File: config.mk
export PLATFORM = sky130hd
export DESIGN_NAME = nand_host_regs
export DESIGN_NICKNAME = d
export VERILOG_FILES = /design/src/rtl/nfh_pkg.sv /design/src/rtl/nfh_ctl_reg.sv /design/src/rtl/nfh_ecc_acc.sv /design/src/rtl/nfh_lp_interleave.sv /design/src/rtl/nand_host_regs.sv
export SDC_FILE = /design/constraint.sdc
export NUM_CORES = 1
export LEC_CHECK = 0
export BUFFER_PORTS_ARGS = -buffer_cell sky130_fd_sc_hd__buf_4
export CAP_MARGIN = 40
export CORE_AREA = 2 2 142 109
export CTS_BUF_LIST = sky130_fd_sc_hd__clkbuf_8
export CTS_CLUSTER_DIAMETER = 40
export CTS_CLUSTER_SIZE = 30
export DETAILED_ROUTE_END_ITERATION = 6
export DIE_AREA = 0 0 144 111
export PLACE_DENSITY_LB_ADDON = 0.08
export SYNTH_ARGS = -nofsm -noshare
export SYNTH_HDL_FRONTEND = slang
export SYNTH_SLANG_ARGS = --single-unit
File: constraint.sdc
create_clock -name clk -period 4.75 [get_ports clk]
set_input_delay 0.475 -clock clk [delete_from_list [all_inputs] [get_ports clk]]
set_output_delay 0.475 -clock clk [all_outputs]
set_load 0.1 [all_outputs]
File: src/rtl/nfh_pkg.sv
package nfh_pkg;
   localparam int BYTE_W = 8;
   localparam int COL_W  = 6;

   localparam logic [5:0] OFS_CTL  = 6'h00;
   localparam logic [5:0] OFS_DATA = 6'h04;
   localparam logic [5:0] OFS_LPLO = 6'h08;
   localparam logic [5:0] OFS_LPHI = 6'h0C;
   localparam logic [5:0] OFS_COL  = 6'h10;
   localparam logic [5:0] OFS_CNT  = 6'h14;
   localparam logic [5:0] OFS_CLR  = 6'h18;

   localparam int CB_CLE = 0;
   localparam int CB_ALE = 1;
   localparam int CB_CE0 = 2;
   localparam int CB_CE1 = 3;
   localparam int CB_WP  = 4;
   localparam int CB_RDY = 5;

   typedef enum logic [1:0] {ST_IDLE, ST_RD_LO, ST_RD_HI} rd_state_e;
endpackage

File: src/rtl/nfh_ctl_reg.sv
module nfh_ctl_reg
   import nfh_pkg::*;
(
   input  logic              clk,
   input  logic              rst_n,
   input  logic              wr_en,
   input  logic [BYTE_W-1:0] wr_val,
   input  logic              rdy,
   output logic [BYTE_W-1:0] rd_val,
   output logic [1:0]        ce_n,
   output logic              cle,
   output logic              ale,
   output logic              wp_n
);
   logic [BYTE_W-1:0] ctl_q;

   always_ff @(posedge clk or negedge rst_n) begin
      if (!rst_n)
         ctl_q <= '0;
      else if (wr_en) begin
         ctl_q         <= wr_val;
         ctl_q[CB_RDY] <= 1'b0;
      end
   end

   always_comb begin
      rd_val         = ctl_q;
      rd_val[CB_RDY] = rdy;
   end

   assign cle  = ctl_q[CB_CLE];
   assign ale  = ctl_q[CB_ALE];
   assign ce_n = ~{ctl_q[CB_CE1], ctl_q[CB_CE0]};
   assign wp_n = ~ctl_q[CB_WP];
endmodule

File: src/rtl/nfh_ecc_acc.sv
module nfh_ecc_acc
   import nfh_pkg::*;
#(
   parameter int LINE_W = 8,
   parameter int CNT_W  = 16
) (
   input  logic              clk,
   input  logic              rst_n,
   input  logic              clr,
   input  logic              upd,
   input  logic [BYTE_W-1:0] din,
   output logic [LINE_W-1:0] lp_even,
   output logic [LINE_W-1:0] lp_odd,
   output logic [COL_W-1:0]  col,
   output logic [CNT_W-1:0]  cnt
);
   localparam int IDX_BITS = $clog2(BYTE_W);

   logic [COL_W-1:0]  col_term;
   logic [LINE_W-1:0] idx;
   logic              par;

   always_comb begin
      col_term = '0;
      for (int j = 0; j < IDX_BITS; j++) begin
         for (int b = 0; b < BYTE_W; b++) begin
            if (((b >> j) & 1) != 0)
               col_term[2*j+1] = col_term[2*j+1] ^ din[b];
            else
               col_term[2*j] = col_term[2*j] ^ din[b];
         end
      end
   end

   assign par = ^din;
   assign idx = cnt[LINE_W-1:0];

   always_ff @(posedge clk or negedge rst_n) begin
      if (!rst_n) begin
         lp_even <= '0;
         lp_odd  <= '0;
         col     <= '0;
         cnt     <= '0;
      end else if (clr) begin
         lp_even <= '0;
         lp_odd  <= '0;
         col     <= '0;
         cnt     <= '0;
      end else if (upd) begin
         lp_odd  <= lp_odd  ^ ({LINE_W{par}} & idx);
         lp_even <= lp_even ^ ({LINE_W{par}} & ~idx);
         col     <= col ^ col_term;
         cnt     <= cnt + 1'b1;
      end
   end
endmodule

File: src/rtl/nfh_lp_interleave.sv
module nfh_lp_interleave #(
   parameter int LINE_W   = 8,
   parameter bit SRC_HIGH = 1'b0
) (
   input  logic [LINE_W-1:0] even_bank,
   input  logic [LINE_W-1:0] odd_bank,
   output logic [LINE_W-1:0] packed_out
);
   localparam int HALF = LINE_W / 2;
   localparam int BASE = SRC_HIGH ? HALF : 0;

   for (genvar i = 0; i < HALF; i++) begin : g_pair
      assign packed_out[2*i]   = even_bank[BASE+i];
      assign packed_out[2*i+1] = odd_bank[BASE+i];
   end
endmodule

File: src/rtl/nand_host_regs.sv
module nand_host_regs
   import nfh_pkg::*;
#(
   parameter int ADDR_W       = 6,
   parameter int DATA_W       = 32,
   parameter int LINE_W       = 8,
   parameter int CNT_W        = 16,
   parameter bit WIDE_READ_EN = 1'b1
) (
   input  logic              clk,
   input  logic              rst_n,
   input  logic              bus_req,
   input  logic              bus_we,
   input  logic              bus_wide,
   input  logic [ADDR_W-1:0] bus_addr,
   input  logic [DATA_W-1:0] bus_wdata,
   output logic              bus_ack,
   output logic [DATA_W-1:0] bus_rdata,
   output logic [1:0]        nand_ce_n,
   output logic              nand_cle,
   output logic              nand_ale,
   output logic              nand_wp_n,
   output logic              nand_we,
   output logic              nand_re,
   output logic [7:0]        nand_dout,
   input  logic [7:0]        nand_din,
   input  logic              nand_rdy
);
   localparam int HI_LSB = 16;

   if (ADDR_W < 6) begin : g_bad_addr
      $error("ADDR_W must cover the 64-byte window");
   end
   if (DATA_W < HI_LSB + BYTE_W) begin : g_bad_data
      $error("DATA_W must hold the second byte of a wide read");
   end
   if (LINE_W != BYTE_W || (LINE_W % 2) != 0) begin : g_bad_line
      $error("LINE_W must be an even value equal to the register width");
   end
   if (CNT_W < LINE_W) begin : g_bad_cnt
      $error("CNT_W must be at least LINE_W");
   end

   rd_state_e         st_q;
   logic              wide_q;
   logic              accept;
   logic              wide_sel;
   logic              hit_ctl, hit_data, hit_clr;
   logic [BYTE_W-1:0] ctl_rd;
   logic [LINE_W-1:0] lp_even, lp_odd, lp_lo_reg, lp_hi_reg;
   logic [COL_W-1:0]  col;
   logic [CNT_W-1:0]  cnt;
   logic              ecc_upd;
   logic [BYTE_W-1:0] ecc_byte;
   logic [DATA_W-1:0] rd_mux;

   if (WIDE_READ_EN) begin : g_wide
      assign wide_sel = bus_wide;
   end else begin : g_narrow
      assign wide_sel = 1'b0;
   end

   assign accept   = bus_req && (st_q == ST_IDLE);
   assign hit_ctl  = (bus_addr == ADDR_W'(OFS_CTL));
   assign hit_data = (bus_addr == ADDR_W'(OFS_DATA));
   assign hit_clr  = (bus_addr == ADDR_W'(OFS_CLR));
   assign nand_re  = (st_q != ST_IDLE);

   nfh_ctl_reg u_ctl (
      .clk    (clk),
      .rst_n  (rst_n),
      .wr_en  (accept && bus_we && hit_ctl),
      .wr_val (bus_wdata[BYTE_W-1:0]),
      .rdy    (nand_rdy),
      .rd_val (ctl_rd),
      .ce_n   (nand_ce_n),
      .cle    (nand_cle),
      .ale    (nand_ale),
      .wp_n   (nand_wp_n)
   );

   assign ecc_upd  = (accept && bus_we && hit_data) || nand_re;
   assign ecc_byte = nand_re ? nand_din : bus_wdata[BYTE_W-1:0];

   nfh_ecc_acc #(.LINE_W(LINE_W), .CNT_W(CNT_W)) u_ecc (
      .clk     (clk),
      .rst_n   (rst_n),
      .clr     (accept && bus_we && hit_clr),
      .upd     (ecc_upd),
      .din     (ecc_byte),
      .lp_even (lp_even),
      .lp_odd  (lp_odd),
      .col     (col),
      .cnt     (cnt)
   );

   nfh_lp_interleave #(.LINE_W(LINE_W), .SRC_HIGH(1'b1)) u_lp_lo (
      .even_bank (lp_even),
      .odd_bank  (lp_odd),
      .packed_out(lp_lo_reg)
   );

   nfh_lp_interleave #(.LINE_W(LINE_W), .SRC_HIGH(1'b0)) u_lp_hi (
      .even_bank (lp_even),
      .odd_bank  (lp_odd),
      .packed_out(lp_hi_reg)
   );

   always_comb begin
      rd_mux = '0;
      case (bus_addr)
         ADDR_W'(OFS_CTL):  rd_mux[BYTE_W-1:0] = ctl_rd;
         ADDR_W'(OFS_LPLO): rd_mux[LINE_W-1:0] = lp_lo_reg;
         ADDR_W'(OFS_LPHI): rd_mux[LINE_W-1:0] = lp_hi_reg;
         ADDR_W'(OFS_COL):  rd_mux[COL_W-1:0]  = col;
         ADDR_W'(OFS_CNT):  rd_mux[BYTE_W-1:0] = cnt[BYTE_W-1:0];
         default:           rd_mux = '0;
      endcase
   end

   always_ff @(posedge clk or negedge rst_n) begin
      if (!rst_n) begin
         st_q      <= ST_IDLE;
         wide_q    <= 1'b0;
         bus_ack   <= 1'b0;
         bus_rdata <= '0;
         nand_we   <= 1'b0;
         nand_dout <= '0;
      end else begin
         bus_ack <= 1'b0;
         nand_we <= 1'b0;
         case (st_q)
            ST_IDLE: begin
               if (accept) begin
                  if (bus_we) begin
                     bus_ack <= 1'b1;
                     if (hit_data) begin
                        nand_we   <= 1'b1;
                        nand_dout <= bus_wdata[BYTE_W-1:0];
                     end
                  end else if (hit_data) begin
                     st_q   <= ST_RD_LO;
                     wide_q <= wide_sel;
                  end else begin
                     bus_ack   <= 1'b1;
                     bus_rdata <= rd_mux;
                  end
               end
            end
            ST_RD_LO: begin
               bus_rdata               <= '0;
               bus_rdata[BYTE_W-1:0]   <= nand_din;
               if (wide_q)
                  st_q <= ST_RD_HI;
               else begin
                  st_q    <= ST_IDLE;
                  bus_ack <= 1'b1;
               end
            end
            ST_RD_HI: begin
               bus_rdata[HI_LSB +: BYTE_W] <= nand_din;
               st_q    <= ST_IDLE;
               bus_ack <= 1'b1;
            end
            default: st_q <= ST_IDLE;
         endcase
      end
   end
endmodule

==> metrics.txt <==
hold crit path type=in2reg; Gate Count Post-Synth=363; die height=111 um; Clock Power Share=28.0%; setup ws final=2.05 ns; Core Rows=39; Max Cap Viol=0; drt first pass iters=4; worst skew pair latency=0.35 ns; post-route minimum period=2.70 ns; Max Freq=370 MHz; Syn. warnings=0; initial antenna violation count=0; setup TNS after final layout=0 ns; vias after detailed routing=2888; gr busiest metal=met1; CP max stage delay=0.48 ns; Setup CP Type=reg2reg; share of cells above drive strength 1=23.7%; H-tree depth=3; Worst-Margin Slew=0.698 ns; GR Overflow Total=0; max-slew violations=0; # diodes=0; Avg Cell Area, Syn=9.85 um^2; Critical Path Most Common Cell=xnor2_2; switching share of power=37.8%; final worst-path cycle share=56.9%; Final nets=470; Seq pwr share=45.5%; Net Sw Power=586 uW; hold_ws=0.324 ns; P&R area growth vs syn=23.4%; Req. time, crit path=5.04 ns; Post-synth top flop=dfrtp_1; final setup fails=0; Die ar.=16000 um^2; number of global-route vias before repair=2802; Netlist cell types=47; Max Buffers Root-to-Sink=2; HPWL Detailed=7930 um; Max VDD drop=0.141 mV; Placed Instances=610; async set-or-reset flop fraction in the synthesized netlist=100%; vias per inst=4.61; IO buf count=59; GR Util met1=21.9%; slew margin rel.=53.3%; CP arrival=3.00 ns; HP Start=bus_we; cell family with most CP delay=simple AND/OR/NAND/NOR gates; grt met2 use=19.2%; Antenna Violating Nets Remaining=0; Iter 0 DRT Violations=138; Post-DP Area=4230 um^2; number of buffers created by CTS=9; EDFF count, synth=0; R2R setup slack=2.05 ns; slowest CP cell=dfrtp_1; FF-to-FF Start=st_q[0]; core footprint=14800 um^2; Leakage=1.99 nW; I/O pin total=100; dpl ws=2.02 ns; CP Capture Type=register; post-synthesis sequential area ratio=46.2%; register bit total from synthesis=66; Mapped Area=3580 um^2; CP startpoint=st_q[0]; CP cell instances=nor2_4 > clkinv_4 > mux2i_1 > xnor2_2 > xnor2_2 > buf_8 > buf_4 > or4_1 > nand2_1; clock root cell=clkbuf_8; Final Core Density=29.9%; Cell Int Power=966 uW; buffer and inverter count on the worst path=3; Layout Cell Area excl Fill=4410 um^2; global-route wire length before repair=16800 um; Total Power=1.55 mW; Combinational Power Share=26.5%; clock skew=0.00646 ns; clock-pin slew on the worst setup and hold paths=0.08 ns; PD cells=352 nW/um^2; RSZ-0062 raised after global routing=false; Startpoint Class=register; outcome=finished clean; routability cong.=0.714; WL final=10600 um; GRT Util Overall=13.9%; clk sink count=66; Remaining DRCs=0; largest net degree at the start of global routing=51; fin cells=627; Max FO, Critical Path=19; Hold Fails Final Rpt=0; GR Layer Usage met3=3.20%; wire per inst=16.9 um; starting density of the core=24.2%; CTS tree=done; Die X=144 um
-- power groups by stage --
stage / combinational, mW / clock [mW] / sequential, mW
2_1_floorplan: 0.239 / 0 / 0.767
3_3_place_gp: 0.396 / 0 / 0.715
3_5_place_dp: 0.416 / 0 / 0.719
4_1_cts: 0.417 / 0.450 / 0.707
5_1_grt: 0.447 / 0.474 / 0.716
6_report: 0.411 / 0.434 / 0.707
-- metal layers --
layer	vias up	routed length, um	share of wire (%)
li1	1388	-	-
met1	1427	5650	53
met2	63	4430	42
met3	10	441	4.2
met4	0	94	0.89
met5	-	0	0
-- flip-flops by register name, indices dropped and copies added (netlist names) --
register and count:
u_ecc.lp_odd 8, u_ecc.cnt 8, bus_ack 1, wide_q 1
u_ecc.lp_even 8, bus_rdata 16, nand_dout 8, u_ctl.ctl_q 7
st_q 2, nand_we 1, u_ecc.col 6
-- path summary, 6_finish.rpt --
kind,to,cells past startpoint
hold / removal,st_q[0],2
min in group asynchronous,u_ecc.lp_even[4],2
hold reg to reg,bus_rdata[5],2
setup reg to reg,u_ecc.lp_odd[2],9
max in group asynchronous,st_q[1],3
setup / recovery,u_ecc.lp_odd[2],9
-- what timing repair did --
item,4_1_cts,5_1_grt
hold endpoints to repair,10,0
setup buffers,0,0
resized for setup,0,0
hold buffers,1,0
-- layout by cell type, fill, tap and decap left out, types with 3 or more instances in the layout --
cell       n
and3_1     4
nand4_1    9
xnor2_1    9
a21oi_1   25
o31ai_1    8
nand3_1    3
mux2_1     5
o211ai_1   7
inv_1      7
or3_1      7
buf_4     62
xnor2_2    3
clkbuf_8  10
nor2_1    15
dfrtp_1   66
a22oi_1   16
nor3b_1    3
conb_1    16
a22o_1     9
o21ai_0   20
xor2_1    16
clkinv_2   3
mux2_2    10
mux2i_1    3
or4_1     15
o21ai_1    6
and3b_1    3
nand2_1   35
-- area by class of cell --
class	count	area, um^2
fillers	1555	10400
multi-input cells	265	1740
flip-flops and latches	66	1650
repair buffers	67	561
well taps	205	256
clock buffers	10	138
inverters	8	35.0
clock inverters	6	33.8
-- cell families after synthesis --
logic type	synth area share (%)
other	0.105
buffers and inverters	7.00
and+or+nand+nor	15.7
muxes	5.95
xor gates and xnor gates	7.49
DFF	46.2
adders and majority gates	0.350
AOI/OAI and AO/OA	17.2
-- worst register-to-register path: cells and delay by family (launching register included) --
kind          cells  cell delay (ns)
xor+xnor          2             0.45
buf+inv           3             0.56
flops             1             0.48
mux               1             0.42
simple gates      3             0.74
-- cells in the mapped netlist (all sizes together) (2+ instances only) --
library cell   n  area, um^2
a21oi         25         125
a22o           9        78.8
a22oi         16         120
and3           4        25.0
and3b          3        26.3
buf           21         146
clkbuf        18        68.8
dfrtp         66        1650
inv            7        26.3
mux2          15         169
mux2i          4        43.8
nand2         35         131
nand2b         2        12.5
nand3          3        15.0
nand4          9        56.3
nor2          16        67.6
nor3b          3        22.5
o211ai         7        52.6
o21ai         26         130
o31ai          8        60.1
o41ai          2        17.5
or2            2        12.5
or3            7        43.8
or4           15         113
xnor2         12         128
xor2          16         140
No activity file was read; power rests on OpenSTA's default activity.
